--- src/rtl/spi_wb_bridge_pkg.sv ---
package spi_wb_bridge_pkg;

  localparam int CMD_W      = 8;
  localparam int STATUS_W   = 8;
  localparam int SEL_FIELD_W = 4;

  typedef enum logic [CMD_W-1:0] {
    CMD_POLL  = 8'h01,
    CMD_RDATA = 8'h02,
    CMD_WACK  = 8'h03
  } host_cmd_e;

  typedef enum logic {
    SCK_LOW  = 1'b0,
    SCK_HIGH = 1'b1
  } sck_state_e;

endpackage

--- src/rtl/spi_pin_sampler.sv ---
// Brings the asynchronous SPI pins into the system clock domain and
// turns the sampled SCK level into rising and falling edge strobes.
module spi_pin_sampler
  import spi_wb_bridge_pkg::*;
#(
  parameter int SYNC_STAGES = 2
) (
  input  logic clk,
  input  logic rst,
  input  logic sck_i,
  input  logic csn_i,
  input  logic mosi_i,
  output logic sck_rise_o,
  output logic sck_fall_o,
  output logic mosi_o,
  output logic cs_act_o
);

  localparam logic [2:0] PIN_IDLE = 3'b100; // csn high, mosi low, sck low

  logic [2:0] pipe_q [SYNC_STAGES];
  logic [2:0] pins_s;
  sck_state_e state_q;

  always_ff @(posedge clk) begin
    if (rst) begin
      for (int i = 0; i < SYNC_STAGES; i++) pipe_q[i] <= PIN_IDLE;
    end else begin
      pipe_q[0] <= {csn_i, mosi_i, sck_i};
      for (int i = 1; i < SYNC_STAGES; i++) pipe_q[i] <= pipe_q[i-1];
    end
  end

  assign pins_s = pipe_q[SYNC_STAGES-1];

  // Two-state tracker of the last sampled clock level.
  always_ff @(posedge clk) begin
    if (rst) state_q <= SCK_LOW;
    else     state_q <= pins_s[0] ? SCK_HIGH : SCK_LOW;
  end

  assign sck_rise_o = (state_q == SCK_LOW)  &&  pins_s[0];
  assign sck_fall_o = (state_q == SCK_HIGH) && !pins_s[0];
  assign mosi_o     = pins_s[1];
  assign cs_act_o   = !pins_s[2];

endmodule

--- src/rtl/wb_req_holder.sv ---
// Parks one Wishbone access until the host side signals completion.
module wb_req_holder #(
  parameter int ADDR_W = 32,
  parameter int DATA_W = 32,
  localparam int SEL_W = DATA_W / 8
) (
  input  logic              clk,
  input  logic              rst,
  input  logic              wb_cyc_i,
  input  logic              wb_stb_i,
  input  logic              wb_we_i,
  input  logic [ADDR_W-1:0] wb_adr_i,
  input  logic [DATA_W-1:0] wb_dat_i,
  input  logic [SEL_W-1:0]  wb_sel_i,
  output logic [DATA_W-1:0] wb_dat_o,
  output logic              wb_ack_o,
  output logic              wb_stall_o,
  input  logic              done_i,
  input  logic [DATA_W-1:0] rdata_i,
  output logic              pend_o,
  output logic              we_o,
  output logic [ADDR_W-1:0] adr_o,
  output logic [DATA_W-1:0] dat_o,
  output logic [SEL_W-1:0]  sel_o
);

  logic              pend_q, ack_q, we_q;
  logic [ADDR_W-1:0] adr_q;
  logic [DATA_W-1:0] wdat_q, rdat_q;
  logic [SEL_W-1:0]  sel_q;
  logic              accept;

  // No capture during the acknowledge cycle: a classic master still
  // holds its strobe there.
  assign accept = wb_cyc_i && wb_stb_i && !pend_q && !ack_q;

  always_ff @(posedge clk) begin
    if (rst) begin
      pend_q <= 1'b0;
      ack_q  <= 1'b0;
      we_q   <= 1'b0;
      adr_q  <= '0;
      wdat_q <= '0;
      rdat_q <= '0;
      sel_q  <= '0;
    end else begin
      ack_q <= 1'b0;
      if (accept) begin
        pend_q <= 1'b1;
        we_q   <= wb_we_i;
        adr_q  <= wb_adr_i;
        wdat_q <= wb_dat_i;
        sel_q  <= wb_sel_i;
      end
      if (done_i && pend_q) begin
        pend_q <= 1'b0;
        ack_q  <= 1'b1;
        if (!we_q) rdat_q <= rdata_i;
      end
    end
  end

  assign wb_ack_o   = ack_q;
  assign wb_dat_o   = rdat_q;
  assign wb_stall_o = pend_q || ack_q;
  assign pend_o     = pend_q;
  assign we_o       = we_q;
  assign adr_o      = adr_q;
  assign dat_o      = wdat_q;
  assign sel_o      = sel_q;

endmodule

--- src/rtl/spi_host_frame.sv ---
// Frame engine: command byte, status shift-out, read-data shift-in.
module spi_host_frame
  import spi_wb_bridge_pkg::*;
#(
  parameter int ADDR_W = 32,
  parameter int DATA_W = 32,
  localparam int SEL_W = DATA_W / 8,
  localparam int TX_W  = STATUS_W + ADDR_W + DATA_W,
  localparam int CNT_MAX_I = CMD_W + TX_W,
  localparam int CNT_W = $clog2(CNT_MAX_I + 1)
) (
  input  logic              clk,
  input  logic              rst,
  input  logic              sck_rise_i,
  input  logic              sck_fall_i,
  input  logic              mosi_i,
  input  logic              cs_act_i,
  input  logic              pend_i,
  input  logic              we_i,
  input  logic [ADDR_W-1:0] adr_i,
  input  logic [DATA_W-1:0] dat_i,
  input  logic [SEL_W-1:0]  sel_i,
  output logic              miso_o,
  output logic              done_o,
  output logic [DATA_W-1:0] rdata_o
);

  localparam logic [CNT_W-1:0] CNT_MAX   = CNT_W'(CNT_MAX_I);
  localparam logic [CNT_W-1:0] CMD_LAST  = CNT_W'(CMD_W - 1);
  localparam logic [CNT_W-1:0] CMD_DONE  = CNT_W'(CMD_W);
  localparam logic [CNT_W-1:0] DATA_LAST = CNT_W'(CMD_W + DATA_W - 1);

  logic [CNT_W-1:0]       bit_cnt_q;
  logic [CMD_W-1:0]       cmd_q, cmd_shift;
  logic [DATA_W-1:0]      rx_q, rx_shift, rdata_q;
  logic [TX_W-1:0]        tx_q, snapshot;
  logic [STATUS_W-1:0]    status;
  logic [SEL_FIELD_W-1:0] sel_field;
  logic                   miso_q, done_q;

  always_comb begin
    cmd_shift = {cmd_q[CMD_W-2:0], mosi_i};
    rx_shift  = {rx_q[DATA_W-2:0], mosi_i};
    sel_field = SEL_FIELD_W'(sel_i);
    status    = {sel_field, 2'b00, we_i, pend_i};
    snapshot  = pend_i ? {status, adr_i, dat_i} : '0;
  end

  always_ff @(posedge clk) begin
    if (rst) begin
      bit_cnt_q <= '0;
      cmd_q     <= '0;
      rx_q      <= '0;
      rdata_q   <= '0;
      tx_q      <= '0;
      miso_q    <= 1'b0;
      done_q    <= 1'b0;
    end else begin
      done_q <= 1'b0;
      if (!cs_act_i) begin
        bit_cnt_q <= '0;
        tx_q      <= '0;
        miso_q    <= 1'b0;
      end else begin
        if (sck_rise_i) begin
          if (bit_cnt_q != CNT_MAX) bit_cnt_q <= bit_cnt_q + 1'b1;
          if (bit_cnt_q < CMD_DONE) cmd_q <= cmd_shift;
          else                      rx_q  <= rx_shift;
          if (bit_cnt_q == CMD_LAST) begin
            if (cmd_shift == CMD_POLL) tx_q <= snapshot;
            if (cmd_shift == CMD_WACK && pend_i && we_i) done_q <= 1'b1;
          end
          if (bit_cnt_q == DATA_LAST && cmd_q == CMD_RDATA && pend_i && !we_i) begin
            done_q  <= 1'b1;
            rdata_q <= rx_shift;
          end
        end
        if (sck_fall_i && cmd_q == CMD_POLL && bit_cnt_q >= CMD_DONE) begin
          miso_q <= tx_q[TX_W-1];
          tx_q   <= {tx_q[TX_W-2:0], 1'b0};
        end
      end
    end
  end

  assign miso_o  = miso_q;
  assign done_o  = done_q;
  assign rdata_o = rdata_q;

endmodule

--- src/rtl/spi_wb_bridge.sv ---
module spi_wb_bridge #(
  parameter int ADDR_W      = 32,
  parameter int DATA_W      = 32,
  parameter int SYNC_STAGES = 2,
  localparam int SEL_W      = DATA_W / 8
) (
  input  logic              clk,
  input  logic              rst,
  input  logic              wb_cyc_i,
  input  logic              wb_stb_i,
  input  logic              wb_we_i,
  input  logic [ADDR_W-1:0] wb_adr_i,
  input  logic [DATA_W-1:0] wb_dat_i,
  input  logic [SEL_W-1:0]  wb_sel_i,
  output logic [DATA_W-1:0] wb_dat_o,
  output logic              wb_ack_o,
  output logic              wb_stall_o,
  input  logic              spi_sck_i,
  input  logic              spi_csn_i,
  input  logic              spi_mosi_i,
  output logic              spi_miso_o
);

  logic              sck_rise, sck_fall, mosi_s, cs_act;
  logic              host_done;
  logic [DATA_W-1:0] host_rdata;
  logic              pend, pend_we;
  logic [ADDR_W-1:0] pend_adr;
  logic [DATA_W-1:0] pend_dat;
  logic [SEL_W-1:0]  pend_sel;

  spi_pin_sampler #(.SYNC_STAGES(SYNC_STAGES)) u_pins (
    .clk(clk), .rst(rst),
    .sck_i(spi_sck_i), .csn_i(spi_csn_i), .mosi_i(spi_mosi_i),
    .sck_rise_o(sck_rise), .sck_fall_o(sck_fall),
    .mosi_o(mosi_s), .cs_act_o(cs_act)
  );

  wb_req_holder #(.ADDR_W(ADDR_W), .DATA_W(DATA_W)) u_hold (
    .clk(clk), .rst(rst),
    .wb_cyc_i(wb_cyc_i), .wb_stb_i(wb_stb_i), .wb_we_i(wb_we_i),
    .wb_adr_i(wb_adr_i), .wb_dat_i(wb_dat_i), .wb_sel_i(wb_sel_i),
    .wb_dat_o(wb_dat_o), .wb_ack_o(wb_ack_o), .wb_stall_o(wb_stall_o),
    .done_i(host_done), .rdata_i(host_rdata),
    .pend_o(pend), .we_o(pend_we), .adr_o(pend_adr),
    .dat_o(pend_dat), .sel_o(pend_sel)
  );

  spi_host_frame #(.ADDR_W(ADDR_W), .DATA_W(DATA_W)) u_frame (
    .clk(clk), .rst(rst),
    .sck_rise_i(sck_rise), .sck_fall_i(sck_fall),
    .mosi_i(mosi_s), .cs_act_i(cs_act),
    .pend_i(pend), .we_i(pend_we), .adr_i(pend_adr),
    .dat_i(pend_dat), .sel_i(pend_sel),
    .miso_o(spi_miso_o), .done_o(host_done), .rdata_o(host_rdata)
  );

endmodule

--- config.mk ---
export PLATFORM = sky130hd
export DESIGN_NAME = spi_wb_bridge
export DESIGN_NICKNAME = d
export VERILOG_FILES = /design/src/rtl/spi_wb_bridge_pkg.sv /design/src/rtl/spi_pin_sampler.sv /design/src/rtl/wb_req_holder.sv /design/src/rtl/spi_host_frame.sv /design/src/rtl/spi_wb_bridge.sv
export SDC_FILE = /design/constraint.sdc
export NUM_CORES = 1
export LEC_CHECK = 0
export CORE_ASPECT_RATIO = 1.1
export CORE_MARGIN = 1
export CORE_UTILIZATION = 55
export DETAILED_ROUTE_END_ITERATION = 6
export PLACE_DENSITY = 0.79
export SETUP_SLACK_MARGIN = 0.15
export SYNTH_ARGS = -nofsm -noshare
export SYNTH_HDL_FRONTEND = slang
export SYNTH_SLANG_ARGS = --single-unit
--- constraint.sdc ---
create_clock -name clk -period 4.5 [get_ports clk]
set_input_delay 1.35 -clock clk [delete_from_list [all_inputs] [get_ports clk]]
set_output_delay 1.35 -clock clk [all_outputs]
set_load 0.005 [all_outputs]
* Word-level counts from Yosys, hierarchy flattened
Memories as Yosys holds them, arrays and structs flattened. Cells that the tools add are included. Widths: inputs -> output; s select.
Cells by class: order comparisons 2, equality and inequality tests 7, muxes and demuxes 15, $add $sub $neg 1, bitwise gates (word level) 7, multiply operators 0, shift operators 0, reduce and logical (&&, ||, !) cells 32, div/mod/pow operators 0
Operators by type and width (number):
- $mux 72 | 5
- $eq 8x1->1 const B | 2
- $eq 8x2->1 const B | 2
- $reduce_and 3->1 | 5
- $logic_and 1x1->1 | 13
- $mux 1 | 8
- $add 7x1->7 const B | 1
- $eq 7x3->1 const B | 1
- $eq 7x6->1 const B | 1
- $ge 7x4->1 const B | 1
- $lt 7x4->1 const B | 1
- $ne 7x7->1 const B | 1
- $mux 3 | 2
- $reduce_bool 2->1 | 3
- $reduce_or 3->1 | 2
- $not 1->1 | 5
- $logic_not 1->1 | 4
- $reduce_and 2->1 | 2
- $reduce_or 2->1 | 2
- $or 1x1->1 | 2
- $logic_or 1x1->1 | 1
Storage, ports and cells: bits in read-only memories 0, latch bits 0, input bits 76, word-level logic and storage cells 81, bits in registers 256, output and inout port bits 35, memories 1, RAM bits 6
Memory list:
- u_pins.pipe_q | words 2, width 3, rd ports 2, clocked after Yosys merged registers in 0, wr ports 2, line spi_pin_sampler.sv:21 | logic [2:0] pipe_q [SYNC_STAGES];

* Logic depth before layout (Yosys ltp)
An unclocked memory read counts as a cell.
depth after elaboration 7, mapped depth 8, mapped depth without buffers 6

* Hierarchy
Synthesis repeated with hierarchy kept, for this count alone.
Second synthesis, totals: cells, all modules 1257, area, all modules 11328.4 um2
Modules (own cells, without submodules):
- spi_host_frame | cells an instance 793, instances 1, area each 6452.4 um2, sequential area each 3042.9 um2
- wb_req_holder | cells an instance 447, instances 1, area each 4675.7 um2, sequential area each 2062.0 um2
- spi_pin_sampler | cells an instance 17, instances 1, area each 200.2 um2, sequential area each 140.1 um2

* Worst setup path before layout
OpenSTA, ideal clock, no wires.
path kind input port to flip-flop, from in wb_cyc_i, to reg u_hold.wdat_q[24], in the netlist u_hold.dat_o[24], cell stages on the path 6, required time 4.430 ns, slack 2.032 ns, path buffers 3, data arrival time 2.397 ns, path through and3_1 -> clkbuf_1 -> clkbuf_1 -> clkbuf_1 -> nand2_1 -> a21oi_1
Between the ends: cells in the longest elaborated chain, start to end 3
RTL lines:
- start, declared | line spi_wb_bridge.sv:9 | input logic wb_cyc_i,
- $logic_and 1x1->1 (3 in a row) | line wb_req_holder.sv:35 | assign accept = wb_cyc_i && wb_stb_i && !pend_q && !ack_q;
- end signal, assigned | line wb_req_holder.sv:52 | wdat_q <= wb_dat_i;
- end, declared | line wb_req_holder.sv:29 | logic [DATA_W-1:0] wdat_q, rdat_q;
Every way passes these cells. A chain may end at the register's enable or synchronous reset.

* Worst setup path after layout
from reg u_hold.pend_q, in the netlist u_hold.pend_o, to out wb_stall_o
Between the ends: cells in the longest elaborated chain, start to end 1
RTL lines:
- start, declared | line wb_req_holder.sv:27 | logic pend_q, ack_q, we_q;
- start signal, assigned | line wb_req_holder.sv:39 | pend_q <= 1'b0;
- start signal, assigned | line wb_req_holder.sv:49 | pend_q <= 1'b1;
- start signal, assigned | line wb_req_holder.sv:56 | pend_q <= 1'b0;
- $logic_or 1x1->1 | line wb_req_holder.sv:65 | assign wb_stall_o = pend_q || ack_q;
- end, declared | line spi_wb_bridge.sv:17 | output logic wb_stall_o,
Every way passes these cells.

==> impl_results.rst <==
.. list-table::
   :header-rows: 1

   * - Metric
     - Value
   * - Residual antenna-violating net count after detailed routing
     - 0
   * - Worst ir drop on vdd
     - 0.250 mV
   * - First-pass GRT wire length
     - 39400 µm
   * - Design Power
     - between 4 and 5 mW
   * - Mean cell area of the mapped netlist
     - between 8 and 9 µm²
   * - Final TNS setup
     - 0 ps
   * - Resize count post-CTS
     - 0
   * - Count of H-tree levels built during CTS
     - 1
   * - Maximum Capacitance Violations
     - 0
   * - Ordered cell list for the critical path
     - nor2_1 -> inv_1 -> clkdlybuf4s50_1
   * - Worst reg2reg path startpoint
     - u_frame.bit_cnt_q[3]$_SDFFE_PP0P_
   * - Most area-hungry cell type in the Yosys netlist
     - sky130_fd_sc_hd__dfxtp_1
   * - Critical path arrival
     - 1730 ps
   * - Filler Cells Inserted
     - about 1500
   * - Max Fclk
     - 325 MHz
   * - Remaining routing DRC violations
     - 0
   * - Max-slew headroom at the worst pin
     - between 10% and 20%
   * - Final core occ
     - about 66%
   * - GRT Util Overall
     - 24.2%
   * - TritonCTS clock tree
     - done
   * - Number of enable-type register cells in the synthesized netlist
     - 0
   * - Commonest non-fill, non-tap cells in the layout
     - sky130_fd_sc_hd__nand2_1 (274), sky130_fd_sc_hd__dfxtp_1 (262), sky130_fd_sc_hd__a21oi_1 (238)
   * - Layout Area Growth over Synthesis
     - 18.4%
   * - Area of the mapped netlist
     - ~10000 µm²
   * - Clk_lat worst skew
     - about 530 ps
   * - First-pass detailed-route iteration total
     - 6
   * - Ratio of cells with drive above 1 in the final layout
     - a little under a tenth
   * - Critical path's slowest cell
     - sky130_fd_sc_hd__clkdlybuf4s50_1
   * - Reg2reg setup slack
     - 1860 ps
   * - Number of distinct library cells after synthesis
     - 45
   * - Clock skew
     - 12.6 ps
   * - Gate Count Post-Synth
     - roughly 1200
   * - CP max stage delay
     - around 440 ps
   * - Syn nets
     - about 1300
   * - Worst r2r dst
     - u_frame.tx_q[71]$_SDFFE_PP0P_
   * - Top cell type's share of synthesized area
     - about half
   * - Number of vias after detailed routing
     - just under 9000
   * - Dominant synthesized flop cell
     - sky130_fd_sc_hd__dfxtp_1
   * - CP Depth
     - 3
   * - Mean number of vias per cell
     - 5.92
   * - Initial Utilization
     - a little under three fifths
   * - Fraction of registers with async set/reset
     - 0%
   * - Starting DRC count in detailed routing
     - 630
   * - Buffers added on ports
     - between 100 and 150
   * - Via count of the first global-routing pass
     - 8071
   * - Number of rows in the core area
     - between 50 and 60
   * - Leakage power of the design
     - about 3.8 nW
   * - Fin nets
     - about 1300
   * - Number of warning messages in the yosys log
     - 0
   * - Period utilization
     - 68.5%
   * - Setup crit start kind
     - flip-flop
   * - Flip-flop and latch count after synthesis
     - ~260
   * - CTS buffer count
     - 26
   * - Crit path capture type
     - output port
   * - Number of pins with negative max-slew slack in the final report
     - 0
   * - Synth top area cells
     - sky130_fd_sc_hd__dfxtp_1 (51%), sky130_fd_sc_hd__a21oi_1 (12%), sky130_fd_sc_hd__nand2_1 (10%)
   * - Average detailed-routed wire length per instance
     - between 15 and 20 µm
   * - Count of buffers added by post-CTS timing repair for setup
     - 0
   * - Die width
     - 132 µm
   * - Number of cells on the worst reg-to-reg path
     - 4
   * - Standard cell core area
     - between 15000 and 20000 µm²
   * - Path class of the lowest-slack min-delay path
     - reg2reg
   * - Number of buffers added to fix hold violations after cts
     - 0
   * - Capture point of the critical path
     - wb_stall_o
   * - Number of antenna violations at the first check in global routing
     - 0
   * - Status
     - finished, final reports clean
   * - Critical path startpoint
     - u_hold.pend_o$_SDFFE_PP0P_
   * - Clock Path Buffers
     - 3
   * - Clock tree root driver cell
     - sky130_fd_sc_hd__clkbuf_16
   * - Num Clock Sinks
     - 262
   * - Number of endpoints failing setup at the final stage
     - 0
   * - Total routed wirelength
     - 24000 µm
   * - Total count of hold-check failures in the final report
     - 0
   * - HPWL after detailed placement
     - ~13000 µm
   * - Total buffers and inverters traversed by the critical path
     - 2
   * - Final global-route overflow total
     - 0
   * - Number of ports placed on the die boundary
     - roughly 110
   * - Crit path kind
     - reg2out
   * - Worst EP required
     - ~3200 ps
   * - Reg clk slew, reported paths
     - 60 ps
   * - Worst Path Max Fanout
     - 5
   * - Die Y-Extent
     - ~150 µm
   * - Setup repair after global routing missed its margin
     - false
   * - # diodes
     - 0
   * - Transition time of the tightest slew-check pin
     - approximately 1200 ps
   * - Gpl congestion
     - approximately 0.77
   * - Sequential element share of the synthesized area
     - 51.1%
   * - Commonest non-fill, non-tap cell in the layout
     - sky130_fd_sc_hd__nand2_1
   * - Pin count of the biggest net entering global routing
     - between 90 and 100
   * - Top delay family on crit path
     - buffers and inverters
   * - Post-layout minimum cycle time
     - ~3100 ps
   * - Die ar.
     - 19200 µm²
   * - PD cells
     - 397 nW/µm²
[how the worst min path moves through the flow]
stage,from,end,cells after the start
2_1_floorplan,u_pins.pipe_q[0][2]$_SDFF_PP1_,u_pins.pipe_q[0][5]$_SDFF_PP1_,1
3_3_place_gp,u_pins.pipe_q[0][2]$_SDFF_PP1_,u_pins.pipe_q[0][5]$_SDFF_PP1_,1
3_5_place_dp,u_pins.pipe_q[0][2]$_SDFF_PP1_,u_pins.pipe_q[0][5]$_SDFF_PP1_,1
4_1_cts,u_pins.pipe_q[0][2]$_SDFF_PP1_,u_pins.pipe_q[0][5]$_SDFF_PP1_,1
5_1_grt,u_pins.pipe_q[0][2]$_SDFF_PP1_,u_pins.pipe_q[0][5]$_SDFF_PP1_,1
6_report,u_pins.pipe_q[0][2]$_SDFF_PP1_,u_pins.pipe_q[0][5]$_SDFF_PP1_,1
[logic make-up after synthesis]
| group | synth area share [%] |
|---|---|
| fa+ha+maj | 0.244 |
| simple gates | 15.2 |
| buf+inv | 5.61 |
| compound gates | 26.5 |
| xor+xnor | 0.512 |
| mux | 0.877 |
| flops | 51.1 |
[power breakdown]
part | switching [mW] | internal [mW]
Combinational | 0.0966 | 0.0863
Sequential | 0.0215 | 2.35
Clock | 0.882 | 1.38
Total | 1.00 | 3.82
[flip-flops by register name, indices dropped and copies added, names as in the netlist, 4 cells and up]
signal / flops
u_pins.pipe_q: 6
u_hold.dat_o: 32
u_frame.rdata_o: 32
u_frame.cmd_q: 8
u_hold.wb_dat_o: 32
u_hold.sel_o: 4
u_hold.adr_o: 32
u_frame.bit_cnt_q: 7
u_frame.tx_q: 72
u_frame.rx_q: 31
[metrics by stage]
| stage | worst slack [ps] | hold WS, ps | instance area (µm²) | std cells |
|---|---|---|---|---|
| after global placement | 1150 | 394 | 11200 | 1432 |
| final | 1420 | 407 | 12200 | 1479 |
| after global routing | 1350 | 452 | 12200 | 1479 |
| after floorplan | 2030 | 389 | 10300 | 1183 |
| after CTS | 1420 | 411 | 12200 | 1479 |
| after detailed placement | 1110 | 398 | 11200 | 1432 |
[final cells by class]
type	count	area (µm²)	area share, %
sequential	262	5250	43.1
multi-input combinational	799	4470	36.8
timing repair buffer	125	1210	9.96
clock buffer	39	790	6.49
tap	243	304	2.50
clock inverter	8	130	1.07
inverter	3	11.3	0.0926
[synth_stat cells (4+ instances only)]
master	instances
sky130_fd_sc_hd__nor2b_1	6
sky130_fd_sc_hd__nor2_1	20
sky130_fd_sc_hd__o21ai_0	32
sky130_fd_sc_hd__nand3_1	35
sky130_fd_sc_hd__dfxtp_1	262
sky130_fd_sc_hd__nand2_1	274
sky130_fd_sc_hd__o211ai_1	32
sky130_fd_sc_hd__buf_6	15
sky130_fd_sc_hd__clkbuf_1	95
sky130_fd_sc_hd__or2_2	5
sky130_fd_sc_hd__o211ai_2	39
sky130_fd_sc_hd__buf_1	4
sky130_fd_sc_hd__a21oi_1	238
sky130_fd_sc_hd__mux2i_1	9
sky130_fd_sc_hd__buf_2	5
sky130_fd_sc_hd__a32oi_1	67
sky130_fd_sc_hd__xnor2_1	4
[worst register-to-register path: stages, from the launching register on]
cell	delay, ps
sky130_fd_sc_hd__dfxtp_1	360
sky130_fd_sc_hd__or4_1	700
sky130_fd_sc_hd__or4_4	940
sky130_fd_sc_hd__o211ai_1	430
sky130_fd_sc_hd__a21oi_1	90
[metal layers]
| metal | track usage (%) | wire length (µm) |
|---|---|---|
| met1 | 31.7 | 10600 |
| met2 | 41.8 | 11800 |
| met3 | 3.34 | 1220 |
| met4 | 6.67 | 359 |
| met5 | 0 | 0 |
No activity file was read; power rests on OpenSTA's default activity.
